$ cat config.mk
export PLATFORM = sky130hd
export DESIGN_NAME = host_port_decoder
export DESIGN_NICKNAME = d
export VERILOG_FILES = /design/src/rtl/hpd_pkg.sv /design/src/rtl/hpd_addr_latch.sv /design/src/rtl/hpd_mode_ctrl.sv /design/src/rtl/hpd_wr_issue.sv /design/src/rtl/hpd_rd_mux.sv /design/src/rtl/host_port_decoder.sv
export SDC_FILE = /design/constraint.sdc
export NUM_CORES = 1
export LEC_CHECK = 0
export ABC_AREA = 1
export CORE_ASPECT_RATIO = 0.5
export CORE_MARGIN = 3
export CORE_UTILIZATION = 47
export CTS_BUF_LIST = sky130_fd_sc_hd__clkbuf_8
export DETAILED_ROUTE_END_ITERATION = 12
export PLACE_DENSITY = 0.88
export SLEW_MARGIN = 40
export SYNTH_ARGS = -nofsm -noshare
export SYNTH_HDL_FRONTEND = slang
export SYNTH_HIERARCHICAL = 1
export SYNTH_SLANG_ARGS = --single-unit
$ cat constraint.sdc
create_clock -name clk_i -period 3.86 [get_ports clk_i]
set_clock_uncertainty 0.2 [all_clocks]
set_input_delay 0.772 -clock clk_i [delete_from_list [all_inputs] [get_ports clk_i]]
set_output_delay 0.772 -clock clk_i [all_outputs]
set_load 0.01 [all_outputs]
$ cat src/rtl/hpd_pkg.sv
package hpd_pkg;
  localparam int DATA_W = 8;
  localparam int ADDR_W = 11;

  typedef enum logic [1:0] {
    OFF_ADDR_LO  = 2'd0,
    OFF_DATA     = 2'd1,
    OFF_ADDR_HI  = 2'd2,
    OFF_DATA_ALT = 2'd3
  } port_off_e;

  // Legacy-mode register that carries the mode-switch bits
  localparam logic [ADDR_W-1:0] MODE_REG_ADDR = 11'h105;
  localparam int NATIVE_BIT  = 7;
  localparam int NEWMODE_BIT = 0;

  typedef struct packed {
    logic [ADDR_W-1:0] addr;
    logic [DATA_W-1:0] data;
    logic              native;
  } wr_req_t;
endpackage

$ cat src/rtl/hpd_addr_latch.sv
module hpd_addr_latch
  import hpd_pkg::*;
#(
  parameter int AW = ADDR_W,
  parameter int DW = DATA_W
) (
  input  logic          clk_i,
  input  logic          rst_ni,
  input  logic          wr_i,
  input  logic [1:0]    sel_i,
  input  logic          native_i,
  input  logic [DW-1:0] data_i,
  output logic [AW-1:0] addr_o
);
  localparam int HI_W = AW - DW;

  logic [AW-1:0] addr_q, addr_d;

  always_comb begin
    addr_d = addr_q;
    if (wr_i) begin
      unique case (sel_i)
        OFF_ADDR_LO: addr_d = {{HI_W{1'b0}}, data_i};
        OFF_ADDR_HI: begin
          if (native_i) addr_d[DW-1:0] = data_i;
          else          addr_d = {{(HI_W-1){1'b0}}, 1'b1, data_i};
        end
        OFF_DATA_ALT: begin
          if (native_i) addr_d[AW-1:DW] = data_i[HI_W-1:0];
        end
        default: addr_d = addr_q;
      endcase
    end
  end

  always_ff @(posedge clk_i or negedge rst_ni) begin
    if (!rst_ni) addr_q <= '0;
    else         addr_q <= addr_d;
  end

  assign addr_o = addr_q;
endmodule

$ cat src/rtl/hpd_mode_ctrl.sv
module hpd_mode_ctrl
  import hpd_pkg::*;
#(
  parameter int AW = ADDR_W,
  parameter int DW = DATA_W
) (
  input  logic          clk_i,
  input  logic          rst_ni,
  input  logic          wr_i,
  input  logic [1:0]    sel_i,
  input  logic [AW-1:0] addr_i,
  input  logic [DW-1:0] data_i,
  output logic          native_o,
  output logic          newmode_o
);
  logic native_q, newmode_q;
  logic legacy_data_wr, hit_mode_reg, leave_native;

  assign legacy_data_wr = wr_i && !native_q && sel_i[0];
  assign hit_mode_reg   = legacy_data_wr && (addr_i == MODE_REG_ADDR);
  assign leave_native   = wr_i && native_q && (sel_i == OFF_ADDR_LO);

  always_ff @(posedge clk_i or negedge rst_ni) begin
    if (!rst_ni) begin
      native_q  <= 1'b0;
      newmode_q <= 1'b0;
    end else begin
      if (hit_mode_reg) begin
        newmode_q <= data_i[NEWMODE_BIT];
        if (data_i[NATIVE_BIT]) native_q <= 1'b1;
      end else if (leave_native) begin
        native_q <= 1'b0;
      end
    end
  end

  assign native_o  = native_q;
  assign newmode_o = newmode_q;
endmodule

$ cat src/rtl/hpd_wr_issue.sv
module hpd_wr_issue
  import hpd_pkg::*;
#(
  parameter int AW = ADDR_W,
  parameter int DW = DATA_W
) (
  input  logic          clk_i,
  input  logic          rst_ni,
  input  logic          wr_i,
  input  logic [1:0]    sel_i,
  input  logic          native_i,
  input  logic [AW-1:0] addr_i,
  input  logic [DW-1:0] data_i,
  output logic          req_vld_o,
  output wr_req_t       req_o
);
  logic    fire;
  wr_req_t req_q;
  logic    vld_q;

  // legacy: both odd offsets are data ports; native: only offset 1
  assign fire = wr_i && (native_i ? (sel_i == OFF_DATA) : sel_i[0]);

  always_ff @(posedge clk_i or negedge rst_ni) begin
    if (!rst_ni) begin
      vld_q <= 1'b0;
      req_q <= '0;
    end else begin
      vld_q <= fire;
      if (fire) req_q <= '{addr: addr_i, data: data_i, native: native_i};
    end
  end

  assign req_vld_o = vld_q;
  assign req_o     = req_q;
endmodule

$ cat src/rtl/hpd_rd_mux.sv
module hpd_rd_mux
  import hpd_pkg::*;
#(
  parameter int AW = ADDR_W,
  parameter int DW = DATA_W
) (
  input  logic          rd_i,
  input  logic [1:0]    sel_i,
  input  logic          native_i,
  input  logic [AW-1:0] addr_i,
  input  logic [DW-1:0] status_i,
  input  logic [DW-1:0] rd_back_i,
  output logic [DW-1:0] rdata_o,
  output logic          rd_req_o,
  output logic [AW-1:0] rd_addr_o
);
  logic [DW-1:0] mux;

  always_comb begin
    unique case (sel_i)
      OFF_ADDR_LO: mux = status_i;
      OFF_DATA:    mux = native_i ? rd_back_i : '0;
      default:     mux = '1;
    endcase
  end

  assign rdata_o   = rd_i ? mux : '0;
  assign rd_req_o  = rd_i && native_i && (sel_i == OFF_DATA);
  assign rd_addr_o = addr_i;
endmodule

$ cat src/rtl/host_port_decoder.sv
module host_port_decoder
  import hpd_pkg::*;
(
  input  logic              clk_i,
  input  logic              rst_ni,
  input  logic [1:0]        port_sel_i,
  input  logic              wr_en_i,
  input  logic              rd_en_i,
  input  logic [DATA_W-1:0] wdata_i,
  input  logic [DATA_W-1:0] status_i,
  input  logic [DATA_W-1:0] rd_back_i,
  output logic [DATA_W-1:0] rdata_o,
  output logic              reg_rd_o,
  output logic [ADDR_W-1:0] reg_rd_addr_o,
  output logic              reg_wr_o,
  output logic [ADDR_W-1:0] reg_wr_addr_o,
  output logic [DATA_W-1:0] reg_wr_data_o,
  output logic              reg_wr_native_o,
  output logic [ADDR_W-1:0] addr_o,
  output logic              native_o,
  output logic              newmode_o
);
  logic [ADDR_W-1:0] latch;
  logic              native;
  wr_req_t           req;

  hpd_addr_latch i_latch (
    .clk_i, .rst_ni,
    .wr_i(wr_en_i), .sel_i(port_sel_i), .native_i(native),
    .data_i(wdata_i), .addr_o(latch)
  );

  hpd_mode_ctrl i_mode (
    .clk_i, .rst_ni,
    .wr_i(wr_en_i), .sel_i(port_sel_i), .addr_i(latch),
    .data_i(wdata_i), .native_o(native), .newmode_o(newmode_o)
  );

  hpd_wr_issue i_wr (
    .clk_i, .rst_ni,
    .wr_i(wr_en_i), .sel_i(port_sel_i), .native_i(native),
    .addr_i(latch), .data_i(wdata_i),
    .req_vld_o(reg_wr_o), .req_o(req)
  );

  hpd_rd_mux i_rd (
    .rd_i(rd_en_i), .sel_i(port_sel_i), .native_i(native),
    .addr_i(latch), .status_i(status_i), .rd_back_i(rd_back_i),
    .rdata_o(rdata_o), .rd_req_o(reg_rd_o), .rd_addr_o(reg_rd_addr_o)
  );

  assign reg_wr_addr_o   = req.addr;
  assign reg_wr_data_o   = req.data;
  assign reg_wr_native_o = req.native;
  assign addr_o          = latch;
  assign native_o        = native;
endmodule

==> impl_metrics.tcl, run 1 <==
set metrics [dict create \
    yosysTopAreaCell "dfrtp_1" \
    cellPowerDensity_nw_per_um2 362 \
    worstPathArrival_ps 2350 \
    met2_usage_pct 36.8 \
    synth-edff-count 0 \
    drv_cap 0 \
    met1_usage_pct 26.6 \
    first_global_vias 1739 \
    insertion_delay_ps 280 \
    drtPass1Iterations 4 \
    synth-seq-cells 34 \
    syn_area_sq_um 1910 \
    nFillCells 267 \
    endpoint_kind "output pin" \
    synth-seq-area-share_pct 44.6 \
    dieArea_sq_um 4900 \
    antenna_cells 0 \
    vias 1884 \
    place_area_sq_um 2650 \
    dp_hpwl_um 3650 \
    final_cell_mix "97 x nand2_1, 83 x clkdlybuf4s50_1, 35 x nand3_1" \
    hold_path.class "flop to flop" \
    status "completed" \
    io_pins 84 \
    hold_viol 0 \
    fmaxAchievable_mhz 301 \
    grt_pass1_wl_um 8120 \
    synth_ff_type "dfrtp_1" \
    path_max_fanout 10 \
    h-tree-depth 2 \
    fp.dieW_um 96.1 \
    grt_max_degree 35 \
    core-area_sq_um 3660 \
    tritoncts "done" \
    rsz0062_at_grt "no" \
    start_kind "primary input" \
    postCtsSetupRepairBufs 0 \
    fin_nets 361 \
    layout_commonest_cell "nand2_1" \
    criticalPathCategory "primary input to output pin" \
    drt_iter0_drc 98 \
    vias_per_cell 4.92 \
    cts_inserted_buffers 5 \
    peakVddDrop_mv 0.162 \
    antenna_found_initial 0 \
    grt_use_met3_pct 6.47 \
    instances_no_fill 383 \
    gp_congestion 0.863 \
    postRouteAntennaNets 0 \
    rr_worst_depth 4 \
    drive_above_1_share_pct 8.13 \
    slew_viol_final 0 \
    multi_input_area_sq_um 786 \
    syn_inst 259 \
    whs_ps 272 \
    totalWireLength_um 4900 \
    grt_usage_pct 21.5 \
    period_minus_slack_ps 3320 \
    cts_num_sinks 34 \
    async_flop_share_pct 100 \
    final.setup.tns_ps 0 \
    clock_path_buffers 2 \
    synth.area.top_cells "dfrtp_1 45%, nand2_1 19%, nand3_1 9.2%, nor2_1 5.5%, buf_4 5.1%" \
    post_cts_resized 0 \
    finalCritPeriodShare_pct 85.9 \
    cts_hold_buf 0 \
    area_delta_synth_final_pct 44.1 \
    syn_nets 289 \
    grt_remaining_overflow 0 \
    die_h_um 51.0 \
    clk_pin_slew_ps 70 \
    top_usage_layer "met2" \
    initial_core_util_pct 52.1 \
    synth_cell_types 21 \
    critPathRequiredTime_ps 2890 \
    worst_slew_pin_slew_ps 583 \
    synth_top_area_share_pct 44.6 \
    io_buffers 83 \
    cts_root_buf "clkbuf_8" \
    ff2ff_setup_slack_ps 1810 \
    total_leakage_power_nw 1.41 \
    stdcell_area_sq_um 2750 \
    endpoint "rdata_o[5]" \
    placed_cells 375 \
    rows 15 \
    slew_headroom_pct 61.1 \
    drc 0 \
    setup_viol 0 \
    synth_warnings 6 \
    r2r_end "i_wr/req_o[1]$_DFFE_PN0P_" \
    r2r-start "i_mode/native_o$_DFFE_PN0P_" \
    final-seq-area_sq_um 851 \
    syn_area_per_cell_sq_um 7.36 \
    cp-startpoint "port_sel_i[1]" \
    wl_per_cell_um 12.8 \
]
sequential cells by signal (all words and copies together) (netlist names):
signal and count:
i_wr/req_o 20, i_latch/addr_o 11, i_mode/native_o 1, i_mode/newmode_o 1, i_wr/req_vld_o 1
stage by stage:
step                      setup slack, ps  power, mW  utilization (%)
after floorplan                      1760      0.568                -
after global placement                590      0.724             72.4
after detailed placement              553      0.733             72.4
after CTS                             541       1.01             75.0
after global routing                  466       1.05             75.0
final                                 543      0.996             75.0
synthesized netlist by cell type, types with 3 or more instances:
| cell type | number |
|---|---|
| nor2_1 | 28 |
| nand2_1 | 97 |
| buf_6 | 4 |
| nand3_1 | 35 |
| nand2_2 | 4 |
| buf_2 | 3 |
| dfrtp_1 | 34 |
| buf_4 | 13 |
| inv_1 | 24 |
how the worst min path moves through the flow:
stage / startpoint / slack [ps] / cells past startpoint / endpoint
CTS: i_wr/req_o[3]$_DFFE_PN0P_ / 270 / 2 / i_wr/req_o[3]$_DFFE_PN0P_
finish: i_wr/req_o[19]$_DFFE_PN0P_ / 270 / 2 / i_wr/req_o[19]$_DFFE_PN0P_
floorplan: rst_ni / 280 / 0 / i_latch/addr_o[0]$_DFFE_PN0P_
global route: i_wr/req_o[0]$_DFFE_PN0P_ / 300 / 2 / i_wr/req_o[0]$_DFFE_PN0P_
detailed placement: i_wr/req_o[3]$_DFFE_PN0P_ / 260 / 2 / i_wr/req_o[3]$_DFFE_PN0P_
global placement: i_wr/req_o[11]$_DFFE_PN0P_ / 260 / 2 / i_wr/req_o[11]$_DFFE_PN0P_
area by class of cell:
class | instances | area share (%)
inverter | 26 | 3.55
sequential | 34 | 31.0
multi-input combinational | 178 | 28.6
tap | 51 | 2.32
clock inverter | 2 | 0.456
clock buffer | 6 | 3.01
timing repair buffer | 86 | 31.1
power by group:
part | internal [mW] | leakage [nW] | switching, mW
clock | 0.143 | 0.0472 | 0.127
sequential | 0.398 | 0.435 | 0.0388
combinational | 0.161 | 0.927 | 0.127
cells by family after synthesis:
group	share of synthesized area, %
flops	44.6
simple gates	39.9
compound gates	1.31
buf+inv	14.1
per-layer routing:
layer	routed length (um)	part of all wire (%)
met1	1980	40
met2	2410	49
met3	467	9.5
met4	41	0.84
met5	0	0
worst max-delay path: stages:
cell and delay (ps):
clkdlybuf4s50_1 460, buf_4 180, inv_1 100, nand2_4 100, nor2_1 60, nor2_1 120, clkdlybuf4s50_1 550
Note: power is estimated with default switching activity, not from simulation.
==> run 2, diff against run 1 <==
--- a/config.mk
+++ b/config.mk
@@ -6,7 +6,7 @@
 export NUM_CORES = 1
 export LEC_CHECK = 0
 export ABC_AREA = 1
-export CORE_ASPECT_RATIO = 0.5
+export CORE_ASPECT_RATIO = 0.8
 export CORE_MARGIN = 3
 export CORE_UTILIZATION = 47
 export CTS_BUF_LIST = sky130_fd_sc_hd__clkbuf_8
==> impl_metrics.tcl, run 2 (synthesis results as in run 1) <==
set metrics [dict create \
    gp_congestion 0.806 \
    cts_num_sinks 34 \
    core-area_sq_um 3850 \
    drc 0 \
    drtPass1Iterations 4 \
    dieArea_sq_um 4860 \
    setup_viol 0 \
    wl_met1_um 2050 \
    antenna_found_initial 0 \
    drive_above_1_share_pct 7.27 \
    antenna_cells 0 \
    grt_max_degree 35 \
    postRouteAntennaNets 0 \
    clock_path_buffers 2 \
    initial_core_util_pct 49.4 \
    status "completed" \
    fp.dieW_um 77.2 \
    criticalPathCategory "primary input to output pin" \
    stdcell_area_sq_um 2730 \
    met2WireLength_um 2350 \
    worst_slew_pin_slew_ps 579 \
    ff2ff_setup_slack_ps 1830 \
    cts_root_buf "clkbuf_8" \
    cts_hold_buf 0 \
    first_global_vias 1835 \
    finalWorstSetupSlack_ps 387 \
    r2r-start "i_mode/native_o$_DFFE_PN0P_" \
    place_area_sq_um 2640 \
    whs_ps 275 \
    cellPowerDensity_nw_per_um2 361 \
    clk_pin_slew_ps 70 \
    p_switching_mw 0.289 \
    worstHoldStart "i_wr/req_o[3]$_DFFE_PN0P_" \
    die_h_um 63.0 \
    post_cts_resized 0 \
    h-tree-depth 2 \
    postCtsSetupRepairBufs 0 \
    top_layer "met3" \
    wl_met3_um 374 \
    area_delta_synth_final_pct 43.4 \
    min_path_cells 2 \
    vias 1852 \
    worstPathArrival_ps 2500 \
    wl_per_cell_um 12.4 \
    hold_path.class "flop to flop" \
    hold_end "i_wr/req_o[3]$_DFFE_PN0P_" \
    rsz0062_at_grt "no" \
    total_leakage_power_nw 1.40 \
    io_pins 84 \
    internal_power_mw 0.699 \
    hold_viol 0 \
    start_kind "primary input" \
    slew_viol_final 0 \
    rows 20 \
    drv_cap 0 \
    place_ws_ps 403 \
    dp_hpwl_um 3560 \
    tritoncts "done" \
    total_power_mw 0.988 \
    drt_iter0_drc 69 \
    rr_worst_depth 4 \
    totalWireLength_um 4770 \
    seq_power_share_pct 44.2 \
    layout_commonest_cell "nand2_1" \
    grt_usage_pct 20.8 \
    insertion_delay_ps 280 \
    finalCritPeriodShare_pct 90.0 \
    vias_per_cell 4.81 \
    grt_remaining_overflow 0 \
    combPwrFrac_pct 28.9 \
    fin_util_pct 70.9 \
    path_max_fanout 10 \
    r2r_end "i_wr/req_o[8]$_DFFE_PN0P_" \
    endpoint_kind "output pin" \
    nFillCells 315 \
    largest_reg_flops 20 \
    instances_no_fill 385 \
    cts_inserted_buffers 5 \
    placed_cells 377 \
    fmaxAchievable_mhz 288 \
    final.setup.tns_ps 0 \
    peakVddDrop_mv 0.149 \
    io_buffers 83 \
    fin_nets 359 \
    grt_pass1_wl_um 8150 \
    final_cell_mix "97 x nand2_1, 83 x clkdlybuf4s50_1, 35 x nand3_1" \
    period_minus_slack_ps 3470 \
    slew_headroom_pct 61.4 \
    critPathRequiredTime_ps 2890 \
    pwr-share-clk_pct 26.9 \
    p_sw_share_pct 29.2 \
]
## run 2: cell types whose count changed in the layout (fill, tap and decap cells not counted), sizes merged
cell,previous run,this run
inv,26,27
clkinvlp,1,0
buf,3,1
## run 2: cell type report
cell class                      instances  area, sq um  area share, %
Tap cell                               55         68.8           2.52
Inverter                               26         97.6           3.57
Clock buffer                            6         82.6           3.02
Clock inverter                          2         8.76          0.321
Sequential cell                        34          851           31.1
Timing Repair Buffer                   84          838           30.7
Multi-Input combinational cell        178          786           28.8
## run 2: worst max-delay path: stages
cell             delay, ps
clkdlybuf4s50_1        720
inv_1                  150
nand2_4                120
nor2_1                  70
nor2_1                 110
clkdlybuf4s50_1        550
## run 2: worst max-delay path by stage
stage | end | slack [ps] | startpoint | cells after the start
final | rdata_o[3] | 390 | port_sel_i[1] | 6
after global routing | rdata_o[7] | 280 | port_sel_i[0] | 6
after CTS | rdata_o[3] | 380 | port_sel_i[1] | 6
after detailed placement | rdata_o[3] | 400 | port_sel_i[1] | 6
after global placement | rdata_o[1] | 440 | port_sel_i[0] | 6
after floorplan | rdata_o[0] | 1760 | port_sel_i[1] | 4
## run 2: power groups by stage
stage / Sequential, mW / Combinational [mW] / Clock, mW
floorplan: 0.457 / 0.111 / 0
global placement: 0.441 / 0.281 / 0
detailed placement: 0.443 / 0.288 / 0
CTS: 0.437 / 0.289 / 0.268
global route: 0.445 / 0.311 / 0.283
finish: 0.437 / 0.285 / 0.266
## run 2: per-layer routing
metal	vias up	global-route usage, %
met3	0	6.92
met5	-	0
li1	920	-
met1	859	23.6
met2	73	37.7
met4	0	4.44
